[config.mk]
export PLATFORM = sky130hd
export DESIGN_NAME = miss_chain_buf
export DESIGN_NICKNAME = d
export VERILOG_FILES = /design/src/rtl/mcb_pkg.sv /design/src/rtl/mcb_low_pick.sv /design/src/rtl/mcb_tag_cam.sv /design/src/rtl/mcb_data_ram.sv /design/src/rtl/miss_chain_buf.sv
export SDC_FILE = /design/constraint.sdc
export NUM_CORES = 2
export LEC_CHECK = 0
export ABC_AREA = 1
export BUFFER_PORTS_ARGS = -buffer_cell sky130_fd_sc_hd__buf_2
export CAP_MARGIN = 15
export CORE_ASPECT_RATIO = 1.1
export CORE_UTILIZATION = 55
export CTS_BUF_LIST = sky130_fd_sc_hd__clkbuf_4 sky130_fd_sc_hd__clkbuf_8 sky130_fd_sc_hd__clkbuf_16
export DETAILED_ROUTE_END_ITERATION = 10
export GPL_TIMING_DRIVEN = 1
export PLACE_DENSITY = 0.74
export SYNTH_ARGS = -nofsm -noshare
export SYNTH_HDL_FRONTEND = slang
export SYNTH_SLANG_ARGS = --single-unit
[constraint.sdc]
create_clock -name clk -period 10.39 [get_ports clk]
set_input_delay 1.039 -clock clk [delete_from_list [all_inputs] [get_ports clk]]
set_output_delay 1.039 -clock clk [all_outputs]
set_load 0.1 [all_outputs]
[src/rtl/mcb_pkg.sv]
package mcb_pkg;
  localparam int unsigned SLOTS   = 16;
  localparam int unsigned SLOT_IW = $clog2(SLOTS);
endpackage

[src/rtl/mcb_low_pick.sv]
module mcb_low_pick #(
  parameter int unsigned N  = 16,
  localparam int unsigned IW = $clog2(N)
) (
  input  logic [N-1:0]  req,
  output logic          found,
  output logic [IW-1:0] idx
);
  always_comb begin
    found = 1'b0;
    idx   = '0;
    for (int i = N - 1; i >= 0; i--) begin
      if (req[i]) begin
        found = 1'b1;
        idx   = IW'(i);
      end
    end
  end
endmodule

[src/rtl/mcb_tag_cam.sv]
module mcb_tag_cam #(
  parameter int unsigned N      = 16,
  parameter int unsigned ADDR_W = 16,
  localparam int unsigned IW    = $clog2(N)
) (
  input  logic              clk,
  input  logic              wr_en,
  input  logic [IW-1:0]     wr_idx,
  input  logic [ADDR_W-1:0] wr_addr,
  input  logic [IW-1:0]     rd_idx,
  output logic [ADDR_W-1:0] rd_addr,
  input  logic [ADDR_W-1:0] key,
  output logic [N-1:0]      hit
);
  logic [ADDR_W-1:0] tag_q [N];

  for (genvar g = 0; g < N; g++) begin : g_slot
    always_ff @(posedge clk) begin
      if (wr_en && wr_idx == IW'(g)) tag_q[g] <= wr_addr;
    end
    assign hit[g] = (tag_q[g] == key);
  end

  assign rd_addr = tag_q[rd_idx];
endmodule

[src/rtl/mcb_data_ram.sv]
module mcb_data_ram #(
  parameter int unsigned N      = 16,
  parameter int unsigned DATA_W = 32,
  localparam int unsigned IW    = $clog2(N)
) (
  input  logic              clk,
  input  logic              wr_en,
  input  logic [IW-1:0]     wr_idx,
  input  logic [DATA_W-1:0] wr_data,
  input  logic [IW-1:0]     rd_idx,
  output logic [DATA_W-1:0] rd_data
);
  logic [DATA_W-1:0] mem_q [N];

  always_ff @(posedge clk) begin
    if (wr_en) mem_q[wr_idx] <= wr_data;
  end

  assign rd_data = mem_q[rd_idx];
endmodule

[src/rtl/miss_chain_buf.sv]
module miss_chain_buf #(
  parameter int unsigned N      = mcb_pkg::SLOTS,
  parameter int unsigned ADDR_W = 16,
  parameter int unsigned DATA_W = 32,
  localparam int unsigned IDX_W = $clog2(N)
) (
  input  logic              clk,
  input  logic              rst_n,
  input  logic              ins_valid,
  input  logic [ADDR_W-1:0] ins_addr,
  input  logic [DATA_W-1:0] ins_data,
  output logic              full,
  output logic [IDX_W-1:0]  ins_idx,
  output logic              iss_valid,
  output logic [IDX_W-1:0]  iss_idx,
  output logic [ADDR_W-1:0] iss_addr,
  input  logic              iss_take,
  input  logic              ret_valid,
  input  logic [IDX_W-1:0]  ret_idx,
  output logic              rp_valid,
  output logic [IDX_W-1:0]  rp_idx,
  output logic [DATA_W-1:0] rp_data,
  input  logic              rp_done
);
  // reset: asserted asynchronously, released on a clock edge
  logic [1:0] rsync_q;
  logic       rst_q_n;
  always_ff @(posedge clk or negedge rst_n) begin
    if (!rst_n) rsync_q <= 2'b00;
    else        rsync_q <= {rsync_q[0], 1'b1};
  end
  assign rst_q_n = rsync_q[1];

  // per-slot state
  logic [N-1:0]     vld_q, vld_d;
  logic [N-1:0]     head_q, head_d;
  logic [N-1:0]     sent_q, sent_d;
  logic [N-1:0]     rdy_q, rdy_d;
  logic [N-1:0]     succ_q, succ_d;
  logic [IDX_W-1:0] nxt_q [N];
  logic [IDX_W-1:0] nxt_d [N];

  logic [N-1:0]     raw_hit, tail_hit;
  logic             free_found, tail_found;
  logic [IDX_W-1:0] tail_idx;
  logic             do_ins, do_free;

  mcb_low_pick #(.N(N)) u_free_pick (
    .req(~vld_q), .found(free_found), .idx(ins_idx));
  mcb_low_pick #(.N(N)) u_tail_pick (
    .req(tail_hit), .found(tail_found), .idx(tail_idx));
  mcb_low_pick #(.N(N)) u_iss_pick (
    .req(vld_q & head_q & ~sent_q), .found(iss_valid), .idx(iss_idx));
  mcb_low_pick #(.N(N)) u_rp_pick (
    .req(vld_q & rdy_q), .found(rp_valid), .idx(rp_idx));

  assign full    = ~free_found;
  assign do_ins  = ins_valid & free_found;
  assign do_free = rp_valid & rp_done;

  mcb_tag_cam #(.N(N), .ADDR_W(ADDR_W)) u_cam (
    .clk(clk), .wr_en(do_ins), .wr_idx(ins_idx), .wr_addr(ins_addr),
    .rd_idx(iss_idx), .rd_addr(iss_addr), .key(ins_addr), .hit(raw_hit));

  mcb_data_ram #(.N(N), .DATA_W(DATA_W)) u_ram (
    .clk(clk), .wr_en(do_ins), .wr_idx(ins_idx), .wr_data(ins_data),
    .rd_idx(rp_idx), .rd_data(rp_data));

  // a live tail of the same line, excluding a slot that is being freed now
  for (genvar g = 0; g < N; g++) begin : g_tail
    assign tail_hit[g] = raw_hit[g] & vld_q[g] & ~succ_q[g]
                       & ~(do_free && rp_idx == IDX_W'(g));
  end

  always_comb begin
    vld_d  = vld_q;
    head_d = head_q;
    sent_d = sent_q;
    rdy_d  = rdy_q;
    succ_d = succ_q;
    for (int i = 0; i < N; i++) nxt_d[i] = nxt_q[i];

    if (iss_valid && iss_take) sent_d[iss_idx] = 1'b1;
    if (ret_valid && vld_q[ret_idx] && sent_q[ret_idx])
      rdy_d[ret_idx] = 1'b1;

    if (do_free) begin
      vld_d[rp_idx]  = 1'b0;
      head_d[rp_idx] = 1'b0;
      sent_d[rp_idx] = 1'b0;
      rdy_d[rp_idx]  = 1'b0;
      succ_d[rp_idx] = 1'b0;
      if (succ_q[rp_idx]) head_d[nxt_q[rp_idx]] = 1'b1;
    end

    if (do_ins) begin
      vld_d[ins_idx]  = 1'b1;
      head_d[ins_idx] = ~tail_found;
      sent_d[ins_idx] = 1'b0;
      rdy_d[ins_idx]  = 1'b0;
      succ_d[ins_idx] = 1'b0;
      if (tail_found) begin
        succ_d[tail_idx] = 1'b1;
        nxt_d[tail_idx]  = ins_idx;
      end
    end
  end

  always_ff @(posedge clk or negedge rst_q_n) begin
    if (!rst_q_n) begin
      vld_q  <= '0;
      head_q <= '0;
      sent_q <= '0;
      rdy_q  <= '0;
      succ_q <= '0;
      for (int i = 0; i < N; i++) nxt_q[i] <= '0;
    end else begin
      vld_q  <= vld_d;
      head_q <= head_d;
      sent_q <= sent_d;
      rdy_q  <= rdy_d;
      succ_q <= succ_d;
      for (int i = 0; i < N; i++) nxt_q[i] <= nxt_d[i];
    end
  end
endmodule

==> flow_metrics.py <==
metrics = {
    "place": {
        "portBuffers": 120,
        "dp_hpwl_um": 74400,
        "pre_cts_slack_ns": 4.13,
        "place_congestion": 1.02,
    },
    "timing": {
        "fin_crit_ns": 6.39,
        "setup_tns_ns": 0,
        "fin_crit_sh": 0.615,
        "rsz0062_at_grt": "false",
        "drv_slew": 0,
        "setup_violations": 0,
        "fin_hold_ws_ns": 0.167,
        "finalHoldViolCount": 0,
        "fin_ws_ns": 4.00,
        "slew_headroom": 0.209,
        "final.setup_skew_ns": 0.0320,
        "fmax_ghz": 0.157,
        "tightest_slew_ns": 1.18,
    },
    "final_layout": {
        "final_util": 0.618,
        "nNetsFinal": 3740,
        "syn_to_final_growth_pct": 11.1,
        "nFillCells": 5697,
        "drive_gt1_frac": 0.109,
    },
    "yosys": {
        "synthCells": 3597,
        "ys_types": 62,
        "synth-main-ff-cell": "edfxtp_1",
        "avgSynthCellArea_um2": 11.1,
        "synth-edff-count": 768,
        "syn-num-nets": 3655,
        "synth_seq_cells": 914,
        "synth_area_um2": 40000,
        "yosys_warnings": 0,
        "ys_seq_area_frac": 0.668,
        "synthArstFlopShare": 0.160,
    },
    "detailed_routing": {
        "wl_per_cell_um": 26.7,
        "drtPass1Iterations": 7,
        "first_iter_violations": 3883,
        "vias": 29900,
        "route.met2.wl_um": 57600,
        "wl_met1_um": 47100,
        "via_per_inst": 6.37,
        "postRouteAntennaNets": 0,
        "highest_layer": "met5",
        "wl_um": 126000,
        "met3_length_um": 13700,
        "drc_errors": 0,
    },
    "floorplan": {
        "die_x_um": 259,
        "coreArea_um2": 71900,
        "die_h_um": 285,
        "die_area_um2": 73800,
        "std_cell_rows": 103,
        "start_util": 0.556,
        "num_io_pins": 121,
    },
    "clock_tree": {
        "cts_tree": "done",
        "clock_path_buffers": 3,
        "h-tree-depth": 3,
        "root_buffer": "clkbuf_16",
        "insertion_delay_ns": 0.67,
        "numCtsBuffers": 90,
        "ctsResizeCount": 0,
        "clk_pin_slew_ns": 0.06,
        "clkSinkCount": 914,
        "cts_post_setup_buffers_inserted": 0,
        "holdBufCountCts": 0,
    },
    "job": {
        "cap_viol_max_count": 0,
    },
    "setup_path": {
        "critPathArrivalTime_ns": 5.35,
        "r2r_end": "nxt_q[43]",
        "crit_path_start_kind": "register",
        "end_kind": "primary output",
        "worstPathRequired_ns": 9.35,
        "ff2ff_setup_slack_ns": 4.47,
        "r2r-start": "vld_q[14]",
        "worstSetupPathType": "reg2out",
        "ff2ff_path_depth": 29,
        "crit_fanout": 75,
    },
    "grt": {
        "grt_usage": 0.338,
        "grt_max_degree": 82,
        "grt_first_pass_wirelength_um": 183000,
        "grt_pass1_vias": 28400,
        "grt_overflow": 0,
        "antenna_found_initial": 12,
    },
    "outcome": {
        "outcome": "complete, no violations",
    },
    "min_path": {
        "hold_path.class": "in2async",
    },
}
state kept, by name, summed over array words and instances, names as in the netlist:
register,flops
rdy_q,16
u_cam.tag_q,256
sent_q,16
vld_q,16
u_ram.mem_q,512
rsync_q,2
head_q,16
nxt_q,64
succ_q,16
final cells by class:
cell class | count | area [um2] | share of cell area
multi-input combinational | 2270 | 11700 | 0.264
antenna | 3 | 7.51 | 0.000169
sequential | 914 | 26700 | 0.601
timing repair buffer | 175 | 1010 | 0.0228
clock inverter | 50 | 439 | 0.00988
clock buffer | 114 | 2470 | 0.0557
inverter | 231 | 878 | 0.0198
tap | 945 | 1180 | 0.0266
worst max path at each step:
stage / depth (start not counted) / from / slack (ns) / to
after floorplan: 11 / vld_q[10] / 5.07 / rp_data[11]
after global placement: 17 / ins_addr[9] / 4.17 / nxt_q[56]
after detailed placement: 17 / ins_addr[9] / 4.13 / nxt_q[58]
after CTS: 21 / vld_q[14] / 4.07 / rp_data[23]
after global routing: 21 / vld_q[14] / 3.81 / rp_data[23]
final: 21 / vld_q[14] / 4.00 / rp_data[23]
cell families (layout without fill, tap and decap cells):
kind of cell | after synthesis | after routing | synth area share
AND/OR/NAND/NOR | 1666 | 1666 | 0.186
buffers and inverters | 413 | 570 | 0.0416
XOR/XNOR | 75 | 75 | 0.0164
AO/OA/AOI/OAI | 528 | 528 | 0.0884
flip-flops | 914 | 914 | 0.668
other | 1 | 4 | 0.0000937
routing by layer:
metal  track usage  vias up
li1              -    13100
met1         0.453    14400
met2         0.523     2013
met3        0.0656      416
met4         0.183       16
met5             0        -
critical path, cell delays in order (launching register included):
cell,delay (ns)
dfrtp_1,0.59
nand2_1,0.17
nand2_1,0.10
nand2_1,0.06
nand2_1,0.06
nand2_1,0.05
nand2_1,0.05
nand2_1,0.05
nand2_1,0.05
nand2_1,0.04
nand2_1,0.05
nand2_1,0.05
nand2_1,0.07
nand2_2,0.08
nand2_4,0.15
a21boi_4,0.09
nor2_4,0.20
buf_4,0.70
buf_4,0.85
a21oi_1,0.25
o2111ai_1,0.37
buf_2,0.50
synthesized netlist by cell type (8+ instances only):
cell       number  area share
nor4_1         20      0.0031
o21ai_1        15      0.0019
o22ai_1       108       0.017
a31oi_1        22      0.0034
xnor2_1        11      0.0024
inv_2           9     0.00084
clkbuf_1      121       0.011
o2111ai_1      47       0.010
nand2_4         9      0.0025
buf_1          20      0.0019
a22oi_1        81       0.015
nand2_2        12      0.0019
buf_2          27      0.0034
nand2_1      1133        0.11
nor3_1         38      0.0048
nand3_4         8      0.0035
a221oi_1       27      0.0059
a2111oi_0      10      0.0022
edfxtp_1      768        0.58
nand4_1       206       0.032
o221ai_1       17      0.0037
o21ai_0        84       0.011
buf_4           8      0.0015
dfrtp_1       146       0.091
clkinv_1       11      0.0010
xor2_1         64       0.014
nor2_1        133       0.012
a21oi_1        80       0.010
a22o_1         12      0.0026
nand3_1        82       0.010
inv_1         210       0.020
placed cells by master (no fill, tap or decap), drive strengths merged, types with 11 or more instances in the layout:
| master | Yosys | routed |
|---|---|---|
| buf | 60 | 175 |
| xnor2 | 11 | 11 |
| nor3 | 39 | 39 |
| a31oi | 22 | 22 |
| o2111ai | 47 | 47 |
| a2111oi | 11 | 11 |
| o21ai | 99 | 99 |
| o22ai | 108 | 108 |
| a22oi | 81 | 81 |
| nand2 | 1155 | 1155 |
| a21oi | 83 | 83 |
| a221oi | 27 | 27 |
| clkbuf | 122 | 114 |
| inv | 220 | 219 |
| a22o | 12 | 12 |
| nor4 | 21 | 21 |
| edfxtp | 768 | 768 |
| nand4 | 216 | 216 |
| dfrtp | 146 | 146 |
| nor2 | 141 | 141 |
| nand3 | 91 | 91 |
| xor2 | 64 | 64 |
| clkinv | 11 | 52 |
| o221ai | 17 | 17 |
stage by stage:
step / cells / cell area (um2)
finish: 4702 / 44400
global route: 4701 / 44400
CTS: 4699 / 44400
detailed placement: 4535 / 41500
global placement: 4535 / 41500
floorplan: 3597 / 40000
Power is not shown: default switching activity piles up to over one toggle a cycle in this logic, so the estimate is an artifact.
